===== config.mk =====
export PLATFORM = sky130hd
export DESIGN_NAME = chain_pattern_classifier
export DESIGN_NICKNAME = d
export VERILOG_FILES = /design/src/rtl/cptc_pkg.sv /design/src/rtl/cptc_pattern_gen.sv /design/src/rtl/cptc_sig_accum.sv /design/src/rtl/cptc_classifier.sv /design/src/rtl/cptc_sequencer.sv /design/src/rtl/chain_pattern_classifier.sv
export SDC_FILE = /design/constraint.sdc
export NUM_CORES = 1
export LEC_CHECK = 0
export ABC_AREA = 0
export BUFFER_PORTS_ARGS = -buffer_cell sky130_fd_sc_hd__buf_2
export CORE_UTILIZATION = 55
export DETAILED_ROUTE_END_ITERATION = 6
export PLACE_DENSITY = 0.75
export SYNTH_ARGS = -nofsm -noshare
export SYNTH_HDL_FRONTEND = slang
export SYNTH_SLANG_ARGS = --single-unit

===== constraint.sdc =====
create_clock -name clk -period 4.9 [get_ports clk]
set_clock_uncertainty 0.15 [all_clocks]
set_input_delay 0.98 -clock clk [delete_from_list [all_inputs] [get_ports clk]]
set_output_delay 0.98 -clock clk [all_outputs]
set_load 0.005 [all_outputs]

===== src/rtl/cptc_pkg.sv =====
package cptc_pkg;

  localparam int PAT_PERIOD = 4;

  typedef enum logic [2:0] {
    FC_GOOD      = 3'd0,
    FC_SA0       = 3'd1,
    FC_SA1       = 3'd2,
    FC_SLOW_RISE = 3'd3,
    FC_SLOW_FALL = 3'd4,
    FC_FAST_RISE = 3'd5,
    FC_FAST_FALL = 3'd6,
    FC_UNKNOWN   = 3'd7
  } fault_code_e;

  typedef enum logic [1:0] {
    SQ_IDLE,
    SQ_SHIFT,
    SQ_EVAL,
    SQ_DONE
  } seq_state_e;

endpackage


===== src/rtl/cptc_pattern_gen.sv =====
module cptc_pattern_gen (
  input  logic       clk,
  input  logic       rst_n,
  input  logic       restart_i,
  input  logic       advance_i,
  output logic       pat_bit_o,
  output logic [1:0] phase_o
);

  logic [1:0] phase_q, phase_d;
  logic       phase_en;

  assign phase_en = restart_i | advance_i;

  always_comb begin
    if (restart_i) phase_d = 2'd0;
    else           phase_d = phase_q + 2'd1;
  end

  always_ff @(posedge clk or negedge rst_n) begin
    if (!rst_n)        phase_q <= 2'd0;
    else if (phase_en) phase_q <= phase_d;
  end

  // positions 0,1 carry 0 and positions 2,3 carry 1
  assign pat_bit_o = phase_q[1];
  assign phase_o   = phase_q;

endmodule


===== src/rtl/cptc_sig_accum.sv =====
module cptc_sig_accum import cptc_pkg::*; (
  input  logic                  clk,
  input  logic                  rst_n,
  input  logic                  clr_i,
  input  logic                  smp_en_i,
  input  logic [1:0]            pos_i,
  input  logic                  bit_i,
  output logic [PAT_PERIOD-1:0] seen0_o,
  output logic [PAT_PERIOD-1:0] seen1_o
);

  logic [PAT_PERIOD-1:0] seen0_q, seen1_q;

  for (genvar p = 0; p < PAT_PERIOD; p++) begin : g_pos
    logic hit, en, s0_d, s1_d;
    assign hit  = smp_en_i && (pos_i == 2'(p));
    assign en   = clr_i | hit;
    assign s0_d = clr_i ? 1'b0 : (seen0_q[p] | ~bit_i);
    assign s1_d = clr_i ? 1'b0 : (seen1_q[p] |  bit_i);

    always_ff @(posedge clk or negedge rst_n) begin
      if (!rst_n) begin
        seen0_q[p] <= 1'b0;
        seen1_q[p] <= 1'b0;
      end else if (en) begin
        seen0_q[p] <= s0_d;
        seen1_q[p] <= s1_d;
      end
    end
  end

  assign seen0_o = seen0_q;
  assign seen1_o = seen1_q;

endmodule


===== src/rtl/cptc_classifier.sv =====
module cptc_classifier import cptc_pkg::*; (
  input  logic [PAT_PERIOD-1:0] seen0_i,
  input  logic [PAT_PERIOD-1:0] seen1_i,
  output fault_code_e           code_o
);

  // bit p of each constant is the unload value at period position p
  localparam logic [3:0] SIG_GOOD = 4'b1100;
  localparam logic [3:0] SIG_SA0  = 4'b0000;
  localparam logic [3:0] SIG_SA1  = 4'b1111;
  localparam logic [3:0] SIG_SR   = 4'b0100;
  localparam logic [3:0] SIG_SF   = 4'b1110;
  localparam logic [3:0] SIG_FR   = 4'b1101;
  localparam logic [3:0] SIG_FF   = 4'b1000;

  logic all_seen, mixed;

  assign all_seen = &(seen0_i | seen1_i);
  assign mixed    = |(seen0_i & seen1_i);

  always_comb begin
    code_o = FC_UNKNOWN;
    if (all_seen && !mixed) begin
      case (seen1_i)
        SIG_GOOD: code_o = FC_GOOD;
        SIG_SA0:  code_o = FC_SA0;
        SIG_SA1:  code_o = FC_SA1;
        SIG_SR:   code_o = FC_SLOW_RISE;
        SIG_SF:   code_o = FC_SLOW_FALL;
        SIG_FR:   code_o = FC_FAST_RISE;
        SIG_FF:   code_o = FC_FAST_FALL;
        default:  code_o = FC_UNKNOWN;
      endcase
    end
  end

endmodule


===== src/rtl/cptc_sequencer.sv =====
module cptc_sequencer import cptc_pkg::*; #(
  parameter int NUM_CHAINS = 4,
  parameter int CHAIN_LEN  = 12,
  localparam int SEL_W     = (NUM_CHAINS > 1) ? $clog2(NUM_CHAINS) : 1
) (
  input  logic             clk,
  input  logic             rst_n,
  input  logic             start_i,
  input  fault_code_e      chain_code_i,
  output logic             shift_en_o,
  output logic             clr_o,
  output logic             smp_en_o,
  output logic [SEL_W-1:0] chain_sel_o,
  output logic             done_o,
  output fault_code_e      code_o,
  output logic [SEL_W-1:0] fail_idx_o
);

  localparam int               SHIFT_CYC   = 2 * CHAIN_LEN;
  localparam int               CNT_W       = $clog2(SHIFT_CYC);
  localparam logic [CNT_W-1:0] LAST_CNT    = CNT_W'(SHIFT_CYC - 1);
  localparam logic [CNT_W-1:0] UNLOAD_FROM = CNT_W'(CHAIN_LEN);
  localparam logic [SEL_W-1:0] LAST_CHAIN  = SEL_W'(NUM_CHAINS - 1);

  seq_state_e       state_q, state_d;
  logic [CNT_W-1:0] cnt_q, cnt_d;
  logic [SEL_W-1:0] sel_q, sel_d;
  fault_code_e      code_q, code_d;
  logic [SEL_W-1:0] idx_q, idx_d;
  logic             res_en, clr;

  always_comb begin
    state_d = state_q;
    cnt_d   = cnt_q;
    sel_d   = sel_q;
    code_d  = code_q;
    idx_d   = idx_q;
    res_en  = 1'b0;
    clr     = 1'b0;
    case (state_q)
      SQ_IDLE, SQ_DONE: begin
        if (start_i) begin
          state_d = SQ_SHIFT;
          cnt_d   = '0;
          sel_d   = '0;
          code_d  = FC_GOOD;
          idx_d   = '0;
          res_en  = 1'b1;
          clr     = 1'b1;
        end
      end
      SQ_SHIFT: begin
        if (cnt_q == LAST_CNT) state_d = SQ_EVAL;
        else                   cnt_d   = cnt_q + 1'b1;
      end
      SQ_EVAL: begin
        if (chain_code_i != FC_GOOD) begin
          state_d = SQ_DONE;
          code_d  = chain_code_i;
          idx_d   = sel_q;
          res_en  = 1'b1;
        end else if (sel_q == LAST_CHAIN) begin
          state_d = SQ_DONE;
        end else begin
          state_d = SQ_SHIFT;
          cnt_d   = '0;
          sel_d   = sel_q + 1'b1;
          clr     = 1'b1;
        end
      end
      default: state_d = SQ_IDLE;
    endcase
  end

  always_ff @(posedge clk or negedge rst_n) begin
    if (!rst_n) begin
      state_q <= SQ_IDLE;
      cnt_q   <= '0;
      sel_q   <= '0;
    end else begin
      state_q <= state_d;
      cnt_q   <= cnt_d;
      sel_q   <= sel_d;
    end
  end

  always_ff @(posedge clk or negedge rst_n) begin
    if (!rst_n) begin
      code_q <= FC_GOOD;
      idx_q  <= '0;
    end else if (res_en) begin
      code_q <= code_d;
      idx_q  <= idx_d;
    end
  end

  assign shift_en_o  = (state_q == SQ_SHIFT);
  assign smp_en_o    = (state_q == SQ_SHIFT) && (cnt_q >= UNLOAD_FROM);
  assign clr_o       = clr;
  assign chain_sel_o = sel_q;
  assign done_o      = (state_q == SQ_DONE);
  assign code_o      = code_q;
  assign fail_idx_o  = idx_q;

endmodule


===== src/rtl/chain_pattern_classifier.sv =====
module chain_pattern_classifier import cptc_pkg::*; #(
  parameter int NUM_CHAINS = 4,
  parameter int CHAIN_LEN  = 12,
  localparam int SEL_W     = (NUM_CHAINS > 1) ? $clog2(NUM_CHAINS) : 1
) (
  input  logic             clk,
  input  logic             rst_n,
  input  logic             start_i,
  input  logic             scan_out_i,
  output logic             scan_in_o,
  output logic             scan_en_o,
  output logic [SEL_W-1:0] chain_sel_o,
  output logic             done_o,
  output logic [2:0]       fault_code_o,
  output logic [SEL_W-1:0] fail_chain_o
);

  // position offset between the pattern driven now and the bit returning now
  localparam logic [1:0] POS_SKEW = 2'(CHAIN_LEN % PAT_PERIOD);

  logic                  shift_en, clr, smp_en;
  logic [1:0]            drv_pos, obs_pos;
  logic [PAT_PERIOD-1:0] seen0, seen1;
  fault_code_e           chain_code, res_code;

  cptc_sequencer #(
    .NUM_CHAINS (NUM_CHAINS),
    .CHAIN_LEN  (CHAIN_LEN)
  ) u_seq (
    .clk          (clk),
    .rst_n        (rst_n),
    .start_i      (start_i),
    .chain_code_i (chain_code),
    .shift_en_o   (shift_en),
    .clr_o        (clr),
    .smp_en_o     (smp_en),
    .chain_sel_o  (chain_sel_o),
    .done_o       (done_o),
    .code_o       (res_code),
    .fail_idx_o   (fail_chain_o)
  );

  cptc_pattern_gen u_pat (
    .clk       (clk),
    .rst_n     (rst_n),
    .restart_i (clr),
    .advance_i (shift_en),
    .pat_bit_o (scan_in_o),
    .phase_o   (drv_pos)
  );

  assign obs_pos = drv_pos - POS_SKEW;

  cptc_sig_accum u_acc (
    .clk      (clk),
    .rst_n    (rst_n),
    .clr_i    (clr),
    .smp_en_i (smp_en),
    .pos_i    (obs_pos),
    .bit_i    (scan_out_i),
    .seen0_o  (seen0),
    .seen1_o  (seen1)
  );

  cptc_classifier u_cls (
    .seen0_i (seen0),
    .seen1_i (seen1),
    .code_o  (chain_code)
  );

  assign scan_en_o    = shift_en;
  assign fault_code_o = res_code;

endmodule


==> metrics.cfg, run 1 <==
[power]
ir_worst_vdd_uv=293
p_leak_uw=0.000762
power.density_mw_per_mm2=384

[grt]
gr-total-overflow=0
antenna_found_initial=0
grt_pass1_vias=1008
grt_pass1_wl_um=4680
grt_max_degree=25
grt.total_usage=0.238

[synthesis]
synth_top_area_frac=0.436
yosys-top-cells-count=dfrtp_1 (24), nor2_1 (17), a21oi_1 (16)
syn-mean-instance-area_um2=9.44
yosys_register_bits=24
synth-edff-count=0
synthTopCellsByArea=dfrtp_1 (44%), ha_1 (10%), a21oi_1 (5.8%)
syn-cell-area_mm2=0.00138
syn_inst=146
synthDistinctLibCells=36
yosys_most_used_dff=dfrtp_1
seq_area_frac_synth=0.436
ys_warn_count=0
synth_nets=161
synthArstFlopShare=1.00
yosysTopAreaCell=dfrtp_1
synth.most_common_cell=dfrtp_1

[layout]
num_antenna_cells=0
fin_nets=174
drive_gt1_frac=0.133
synthToLayoutAreaGrowth_pct=8.26

[sta]
setup_violations=0
worst_pin_slew_ns=0.597
finalWorstSetupSlack_ns=2.26
min_period_over_period=0.539
relSlewSlack=0.598
tns_ns=0
fin_crit_ns=2.64
maxSlewViolCount=0
rsz0062_at_grt=no
fmax_mhz=379
hold_viol=0

[clock_tree]
cts.htree.levels=1
cts_tree=built
insertion_delay_ns=0.31
numClockSinks=24
cts_setup_buffers=0
ctsResizeCount=0
holdBufCountCts=0
cts_buffers=3
cts_root_buf=clkbuf_4
cts.clk_slew.worst_paths_ns=0.13
clk_path_buf_depth=2

[detailed_routing]
wl_per_cell_um=14.5
drtPass1Iterations=4
drc=0
drt_wl_total_um=2710
vias_per_cell=6.06
drt_iter0_markers=26
antenna_left=0
wl_met3_um=120
met2WireLength_um=1230
vias=1128
drt-met1-wl_um=1300
dr.max_layer_used=met4

[critical_path]
critPathMaxFanout=16
cp.arrival_ns=1.51
timing_worst_setup_path_type=flop to primary output
required_ns=3.77
r2r_cells=5
end_kind=primary output
cp-start-kind=flop

[die]
fp.dieW_um=52.1
die_area_mm2=0.00271
die_y_um=52.1
start_util=0.600
ios=14
fp.coreArea_mm2=0.00230
num_rows=17

[hold_path]
whs_path_depth=1
hold_class=flop to flop

[place]
place.gp.congestion=0.849
hpwl_um=1980
portBuffers=13
dpl_worst_slack_ns=2.61

[outcome]
status=finished clean

[run]
cap_viol_max_count=0

[cell usage in the layout, fill, tap and decap left out]
cell type,Yosys,routed
a21oi_1,16,16
o31ai_1,3,3
nor2b_1,4,4
and4b_1,1,1
nor4_1,1,1
nand2_1,11,11
or3_4,1,1
buf_2,2,13
o21ai_0,6,6
a41oi_1,1,1
nor3_1,2,2
nor2_1,17,17
nand4_2,1,1
o21bai_1,1,1
o21ai_1,1,1
ha_1,11,11
nand3_1,5,5
nand4_1,3,3
clkbuf_4,0,3
xor2_1,4,4
mux2_2,1,1
mux2i_1,3,3
clkbuf_8,0,1
and2_1,1,1
or4_1,1,1
a221oi_1,1,1
a22o_1,3,3
dfrtp_1,24,24
a32o_1,4,4
nand2b_1,1,1
inv_1,8,8
o211ai_1,1,1
or4b_1,1,1
o31a_1,1,1
o22ai_1,1,1
or2_2,1,1
[per-layer routing]
metal / GRT usage / up-vias
li1: - / 548
met1: 0.330 / 547
met2: 0.365 / 27
met4: 0.104 / 0
met3: 0.0380 / 6
met5: 0 / -
[path summary, 6_finish.rpt]
check / from / end / slack (ns)
max: u_seq.state_q[1] / scan_en_o / 2.26
min: u_seq.fail_idx_o[0] / u_seq.fail_idx_o[0] / 0.35
max reg2reg: u_acc.seen1_o[2] / u_seq.chain_sel_o[0] / 2.61
min reg2reg: u_seq.fail_idx_o[0] / u_seq.fail_idx_o[0] / 0.35
max in group asynchronous: rst_n / u_acc.seen0_o[2] / 3.77
min in group asynchronous: rst_n / u_seq.code_o[0] / 0.48
[critical path, stage by stage (launching register included)]
cell and delay [ns]:
dfrtp_1 0.43, inv_1 0.11, ha_1 0.47, buf_2 0.20
[stage by stage]
step,power [uW],util,hold WS (ns),std cells,cell area [um^2]
after floorplan,413,-,0.302,146,1380
after global placement,459,0.634,0.320,182,1460
after detailed placement,470,0.634,0.326,182,1460
after CTS,572,0.650,0.355,186,1490
after global routing,616,0.650,0.378,186,1490
final,574,0.650,0.350,186,1490
[cell type report]
cell class / count / area (um^2)
fill: 187 / 805
inverter: 8 / 30.0
timing repair buffer: 13 / 65.1
clock buffer: 4 / 36.3
multi-input combinational: 109 / 726
sequential: 24 / 601
tap: 28 / 35.0
[state kept, by name (all words and copies together), names as in the netlist]
name and flops:
u_seq.fail_idx_o 2, u_seq.state_q 2, u_seq.chain_sel_o 2, u_seq.cnt_q 5, u_acc.seen1_o 4, u_seq.code_o 3, u_acc.seen0_o 4, u_pat.phase_o 2
[report_power, final]
group / total (uW) / internal, uW / switching, uW
Combinational: 209 / 85.1 / 124
Sequential: 260 / 226 / 33.5
Clock: 105 / 45.4 / 59.8
Total: 574 / 357 / 217
[cell families (layout without fill, tap and decap cells)]
kind of cell | after synthesis | in the layout | synth area share
buffers and inverters | 13 | 25 | 0.0381
AOI/OAI and AO/OA | 39 | 39 | 0.182
DFF | 24 | 24 | 0.436
adders and majority gates | 11 | 11 | 0.0998
and+or+nand+nor | 51 | 51 | 0.189
xor gates and xnor gates | 4 | 4 | 0.0254
muxes | 4 | 4 | 0.0299
No activity file was read; power rests on OpenSTA's default activity.
==> run 2: changes to the inputs <==
--- a/config.mk
+++ b/config.mk
@@ -5,7 +5,7 @@
 export SDC_FILE = /design/constraint.sdc
 export NUM_CORES = 1
 export LEC_CHECK = 0
-export ABC_AREA = 0
+export ABC_AREA = 1
 export BUFFER_PORTS_ARGS = -buffer_cell sky130_fd_sc_hd__buf_2
 export CORE_UTILIZATION = 55
 export DETAILED_ROUTE_END_ITERATION = 6
==> constraint.sdc (replaced) <==
create_clock -name clk -period 2.6 [get_ports clk]
set_clock_uncertainty 0.15 [all_clocks]
set_input_delay 0.52 -clock clk [delete_from_list [all_inputs] [get_ports clk]]
set_output_delay 0.52 -clock clk [all_outputs]
set_load 0.005 [all_outputs]
==> run 2 against run 1 <==
Clock power up 90%; via count grew 11%; critical path depth unchanged; non-clock buffer count is the same; hold slack lost 0.34 ns; wire length grew 3.3%; critical endpoint unchanged.
==> metrics.cfg, run 2 <==
[synthesis]
yosys-top-cells-count=nand2_1 (62), inv_1 (28), dfrtp_1 (24)  ; was dfrtp_1 (24), nor2_1 (17), a21oi_1 (16)
synth_top_area_frac=0.403  ; was 0.436
synth_nets=213  ; was 161
synth-edff-count=0  ; unchanged
ys_warn_count=0  ; unchanged
synth.most_common_cell=nand2_1  ; was dfrtp_1
syn-cell-area_mm2=0.00149  ; was 0.00138 mm^2
seq_area_frac_synth=0.403  ; was 0.436
yosys_most_used_dff=dfrtp_1  ; unchanged
yosys_register_bits=24  ; unchanged
syn_inst=198  ; was 146
synthArstFlopShare=1.00  ; unchanged
syn-mean-instance-area_um2=7.52  ; was 9.44 um^2
synthDistinctLibCells=24  ; was 36
synthTopCellsByArea=dfrtp_1 (40%), nand2_1 (16%), ha_1 (9.2%)  ; was dfrtp_1 (44%), ha_1 (10%), a21oi_1 (5.8%)
yosysTopAreaCell=dfrtp_1  ; unchanged

[detailed_routing]
vias_per_cell=5.19  ; was 6.06
drt_iter0_markers=20  ; was 26
drc=0  ; unchanged
vias=1257  ; was 1,128
wl_per_cell_um=11.6  ; was 14.5 um
antenna_left=0  ; unchanged
drt_wl_total_um=2800  ; was 2710 um
drtPass1Iterations=4  ; unchanged

[die]
die_area_mm2=0.00292  ; was 0.00271 mm^2
fp.coreArea_mm2=0.00252  ; was 0.00230 mm^2
fp.dieW_um=54.0  ; was 52.1 um
die_y_um=54.0  ; was 52.1 um
ios=14  ; unchanged
start_util=0.590  ; was 0.600
num_rows=18  ; was 17

[clock_tree]
cts_setup_buffers=0  ; unchanged
cts_root_buf=clkbuf_4  ; unchanged
cts_buffers=3  ; unchanged
insertion_delay_ns=0.31  ; about the same
holdBufCountCts=0  ; unchanged
cts_tree=built  ; unchanged
cts.htree.levels=1  ; unchanged
clk_path_buf_depth=2  ; unchanged
ctsResizeCount=0  ; unchanged
numClockSinks=24  ; unchanged
cts.clk_slew.worst_paths_ns=0.13  ; about the same

[sta]
relSlewSlack=0.645  ; was 0.598
hold_viol=0  ; unchanged
maxSlewViolCount=0  ; unchanged
min_period_over_period=0.751
rsz0062_at_grt=no  ; unchanged
worst_pin_slew_ns=0.533  ; was 0.597 ns
setup_violations=0  ; unchanged
tns_ns=0  ; unchanged
fmax_mhz=512
fin_crit_ns=1.95

[critical_path]
critPathMaxFanout=7  ; was 16
timing_worst_setup_path_type=flop to primary output  ; unchanged
r2r_cells=8  ; was 5
cp.arrival_ns=1.28  ; was 1.51 ns
rrSetupSlack_ns=0.68  ; was 2.61 ns
cp-start-kind=flop  ; unchanged
r2r-start=u_seq.state_q[1]  ; was u_acc.seen1_o[2]
end_kind=primary output  ; unchanged
required_ns=1.93  ; was 3.77 ns
r2r_end=u_acc.seen0_o[2]  ; was u_seq.chain_sel_o[0]

[layout]
layout_common_cells=nand2_1 (62), inv_1 (28), dfrtp_1 (24), o21ai_0 (18), buf_2 (13)  ; was dfrtp_1 (24), nor2_1 (17), a21oi_1 (16), buf_2 (13)
drive_gt1_frac=0.156  ; was 0.133
largest_reg_flops=5  ; unchanged
fin_cells=242  ; was 186
num_antenna_cells=0  ; unchanged
synthToLayoutAreaGrowth_pct=8.24  ; was 8.26%
top_register=u_seq.cnt_q  ; unchanged
fin_nets=228  ; was 174
layout_commonest_cell=nand2_1  ; was dfrtp_1
finish.utilization=0.639  ; was 0.650

[outcome]
status=finished clean  ; unchanged

[place]
placed_cells=238  ; was 182
portBuffers=13  ; unchanged
hpwl_um=2110  ; was 1980 um
place.gp.congestion=0.861  ; was 0.849

[run]
cap_viol_max_count=0  ; unchanged

[power]
ir_worst_vdd_uv=723  ; was 293 uV
p_leak_uw=0.000842  ; was 0.000762 uW
power.density_mw_per_mm2=775  ; was 384 mW/mm^2

[grt]
grt_pass1_wl_um=4460  ; was 4680 um
grt_max_degree=25  ; unchanged
grt.total_usage=0.213  ; was 0.238
grt_pass1_vias=1096  ; was 1,008
gr-total-overflow=0  ; unchanged
antenna_found_initial=0  ; unchanged

[hold_path]
hold_class=input port to async pin  ; was flop to flop

[run 2: cell type report]
class                   count  area [um^2]
fillers                   219          911
multi-input cells         140          756
flip-flops and latches     24          601
inverters                  31          116
repair buffers             13         65.1
well taps                  30         37.5
clock buffers               4         36.3
[run 2: worst max-delay path by stage]
| stage | startpoint | end | slack [ns] |
|---|---|---|---|
| finish | u_seq.state_q[1] | scan_en_o | 0.65 |
| global route | u_seq.state_q[1] | u_acc.seen0_o[1] | 0.43 |
| CTS | u_seq.state_q[1] | scan_en_o | 0.63 |
| detailed placement | u_seq.state_q[0] | u_seq.code_o[2] | 0.70 |
| global placement | u_seq.state_q[0] | u_seq.code_o[0] | 0.76 |
| floorplan | u_seq.state_q[0] | u_seq.code_o[2] | 0.90 |
[run 2: logic make-up after synthesis]
group | synth area share
adder cells (fa/ha/maj) | 0.0924
buffers and inverters | 0.0891
XOR/XNOR | 0.0118
flip-flops | 0.403
AO/OA/AOI/OAI | 0.108
AND/OR/NAND/NOR | 0.296
[run 2: power breakdown]
| part | internal [uW] | total, uW | switching, uW |
|---|---|---|---|
| clock network | 85.5 | 199 | 113 |
| logic | 180 | 541 | 361 |
| registers | 437 | 509 | 72.0 |
[run 2: routing by layer]
| layer | routed length, um | vias up | track usage |
|---|---|---|---|
| met5 | 0 | - | 0 |
| met4 | 15 | 0 | 0.0726 |
| met3 | 79 | 2 | 0.0311 |
| met2 | 1380 | 19 | 0.366 |
| met1 | 1330 | 587 | 0.271 |
| li1 | - | 649 | - |
[run 2: per-stage QoR]
stage	hold WS, ns	instance area [um^2]	worst slack, ns	total power, uW
2_1_floorplan	0.0744	1490	0.897	910
3_3_place_gp	0.312	1580	0.756	1030
3_5_place_dp	0.318	1580	0.704	1050
4_1_cts	0.0224	1610	0.631	1260
5_1_grt	0.0492	1610	0.433	1350
6_report	0.0136	1610	0.647	1250
[run 2: worst max-delay path, cell delays in order (launching register included)]
cell	delay (ns)
dfrtp_1	0.44
inv_1	0.09
ha_1	0.28
buf_2	0.17
==> run 3: changes to the inputs <==
==> constraint.sdc (replaced) <==
create_clock -name clk -period 1.9 [get_ports clk]
set_clock_uncertainty 0.15 [all_clocks]
set_input_delay 0.38 -clock clk [delete_from_list [all_inputs] [get_ports clk]]
set_output_delay 0.38 -clock clk [all_outputs]
set_load 0.005 [all_outputs]
==> run 3 against run 2 <==
Clock-buffer cell count is the same; clock power grew 34%; largest cell class unchanged; sequential power grew 38%; sequential cell count is the same; combinational power grew 49%.
==> metrics.cfg, run 3 (synthesis gave the netlist of run 2 again) <==
[clock_tree]
cts_buffers=3  ; unchanged
cts_root_buf=clkbuf_4  ; unchanged
numClockSinks=24  ; unchanged
cts.htree.levels=1  ; unchanged
cts.clk_slew.worst_paths_ns=0.13  ; about the same
cts_setup_buffers=0  ; unchanged
cts_tree=built  ; unchanged
insertion_delay_ns=0.31  ; about the same
clk_path_buf_depth=2  ; unchanged

[critical_path]
required_ns=1.37  ; was 1.93 ns
timing.critical_path.slowest_stage_cell=dfrtp_1  ; unchanged
critical_path.max_stage_delay_ns=0.41  ; was 0.44 ns
r2r_end=u_acc.seen1_o[3]  ; was u_acc.seen0_o[2]
timing_worst_setup_path_type=flop to primary output  ; unchanged
end_kind=primary output  ; unchanged
cp.arrival_ns=1.30  ; was 1.28 ns
r2r-start=u_seq.state_q[1]  ; unchanged
path_cells=inv_1 > ha_1 > buf_4 > buf_2  ; was inv_1 > ha_1 > buf_2
r2r_cells=8  ; unchanged
cp-start-kind=flop  ; unchanged
rrSetupSlack_ns=0.17  ; was 0.68 ns
critPathMaxFanout=6  ; was 7

[layout]
fin_nets=234  ; was 228
layout_common_cells=nand2_1 (62), inv_1 (27), dfrtp_1 (23), o21ai_0 (18), buf_2 (13)  ; was nand2_1 (62), inv_1 (28), dfrtp_1 (24), o21ai_0 (18), buf_2 (13)
largest_reg_flops=5  ; unchanged
top_register=u_seq.cnt_q  ; unchanged
fin_cells=248  ; was 242
drive_gt1_frac=0.183  ; was 0.156
synthToLayoutAreaGrowth_pct=11.5  ; was 8.24%
layout_commonest_cell=nand2_1  ; unchanged
num_antenna_cells=0  ; unchanged
num-fill-cells=220  ; was 219

[detailed_routing]
drtPass1Iterations=4  ; unchanged
drt_iter0_markers=33  ; was 20
drt_wl_total_um=2760  ; was 2800 um
antenna_left=0  ; unchanged
vias_per_cell=5.04  ; was 5.19
vias=1249  ; was 1,257
wl_per_cell_um=11.1  ; was 11.6 um
drc=0  ; unchanged

[die]
start_util=0.590  ; unchanged
fp.dieW_um=54.0  ; unchanged
die_area_mm2=0.00292  ; unchanged
num_rows=18  ; unchanged
fp.coreArea_mm2=0.00252  ; unchanged
die_y_um=54.0  ; unchanged
ios=14  ; unchanged

[sta]
tns_ns=0  ; unchanged
worst_pin_slew_ns=0.533  ; about the same
relSlewSlack=0.645  ; about the same
fin_crit_ns=1.83
rsz0062_at_grt=no  ; unchanged
hold_ws_ns=0.239  ; was 0.0136 ns
setup_violations=0  ; unchanged
hold_viol=0  ; unchanged
fmax_mhz=547
maxSlewViolCount=0  ; unchanged
min_period_over_period=0.962

[run]
cap_viol_max_count=0  ; unchanged

[grt]
grt_pass1_vias=1143  ; was 1,096
grt_pass1_wl_um=4670  ; was 4460 um
gr-total-overflow=0  ; unchanged
grt_max_degree=25  ; unchanged
antenna_found_initial=0  ; unchanged
grt.total_usage=0.220  ; was 0.213

[power]
power.density_mw_per_mm2=1070  ; was 775 mW/mm^2
p_leak_uw=0.000869  ; was 0.000842 uW
ir_worst_vdd_uv=872  ; was 723 uV
p_total_uw=1770  ; was 1250 uW

[hold_path]
worstHoldStart=scan_out_i
whs_path_depth=4
hold_class=input port to flop  ; was input port to async pin
worstHoldEndpoint=u_acc.seen0_o[1]

[outcome]
status=finished clean  ; unchanged

[place]
portBuffers=13  ; unchanged
place.gp.congestion=0.832  ; was 0.861
placed_cells=243  ; was 238
hpwl_um=2190  ; was 2110 um

[run 3: cell types whose count changed in the layout (fill, tap and decap cells not counted)]
cell / delta
inv_1: -1
inv_2: +1
dfrtp_2: +1
dlygate4sd3_1: +1
buf_4: +5
dfrtp_1: -1
[run 3: metal layers]
metal,vias to the layer above,global-route usage,share of wire
li1,658,-,-
met1,571,0.265,0.45
met2,18,0.399,0.53
met3,2,0.0339,0.020
met4,0,0.0684,0.0054
met5,-,0,0
[run 3: critical path, delay by kind of cell, from the launching register on]
family	cells	cell delay, ns
adders and majority gates	1	0.20
DFF	1	0.41
buffers and inverters	3	0.37
[run 3: through the flow]
stage               utilization  cell area (um^2)  setup WS (ns)
floorplan                     -              1490          0.197
global placement          0.639              1610          0.192
detailed placement        0.639              1610          0.152
CTS                       0.658              1660         0.0599
global route              0.658              1660         0.0145
finish                    0.658              1660         0.0724
[run 3: what timing repair did]
action	in CTS	in global routing
endpoints found under the setup margin	0	10
resized for setup	0	2
hold endpoints to repair	24	0
hold buffers	1	0
[run 3: layout make-up]
cell class              instances  area, um^2  share of cell area
clock buffers                   4        36.3              0.0219
inverters                      31         116              0.0701
multi-input cells             140         756               0.455
flip-flops and latches         24         602               0.362
well taps                      30        37.5              0.0226
repair buffers                 19         113              0.0678
[run 3: how the worst max path moves through the flow]
stage                               end  cells after the start             start  slack, ns
finish                        scan_en_o                      4  u_seq.state_q[1]       0.07
global route                  scan_en_o                      4  u_seq.state_q[1]       0.01
global placement        u_seq.code_o[2]                      9  u_seq.state_q[0]       0.19
detailed placement  u_seq.fail_idx_o[0]                      9  u_seq.state_q[0]       0.15
floorplan               u_seq.code_o[2]                      9  u_seq.state_q[0]       0.20
CTS                           scan_en_o                      4  u_seq.state_q[1]       0.06
[run 3: where the power goes]
| part | internal, uW | leakage, uW | switching [uW] |
|---|---|---|---|
| clock | 117 | 0.0000210 | 149 |
| combinational | 313 | 0.000523 | 493 |
| sequential | 600 | 0.000325 | 101 |
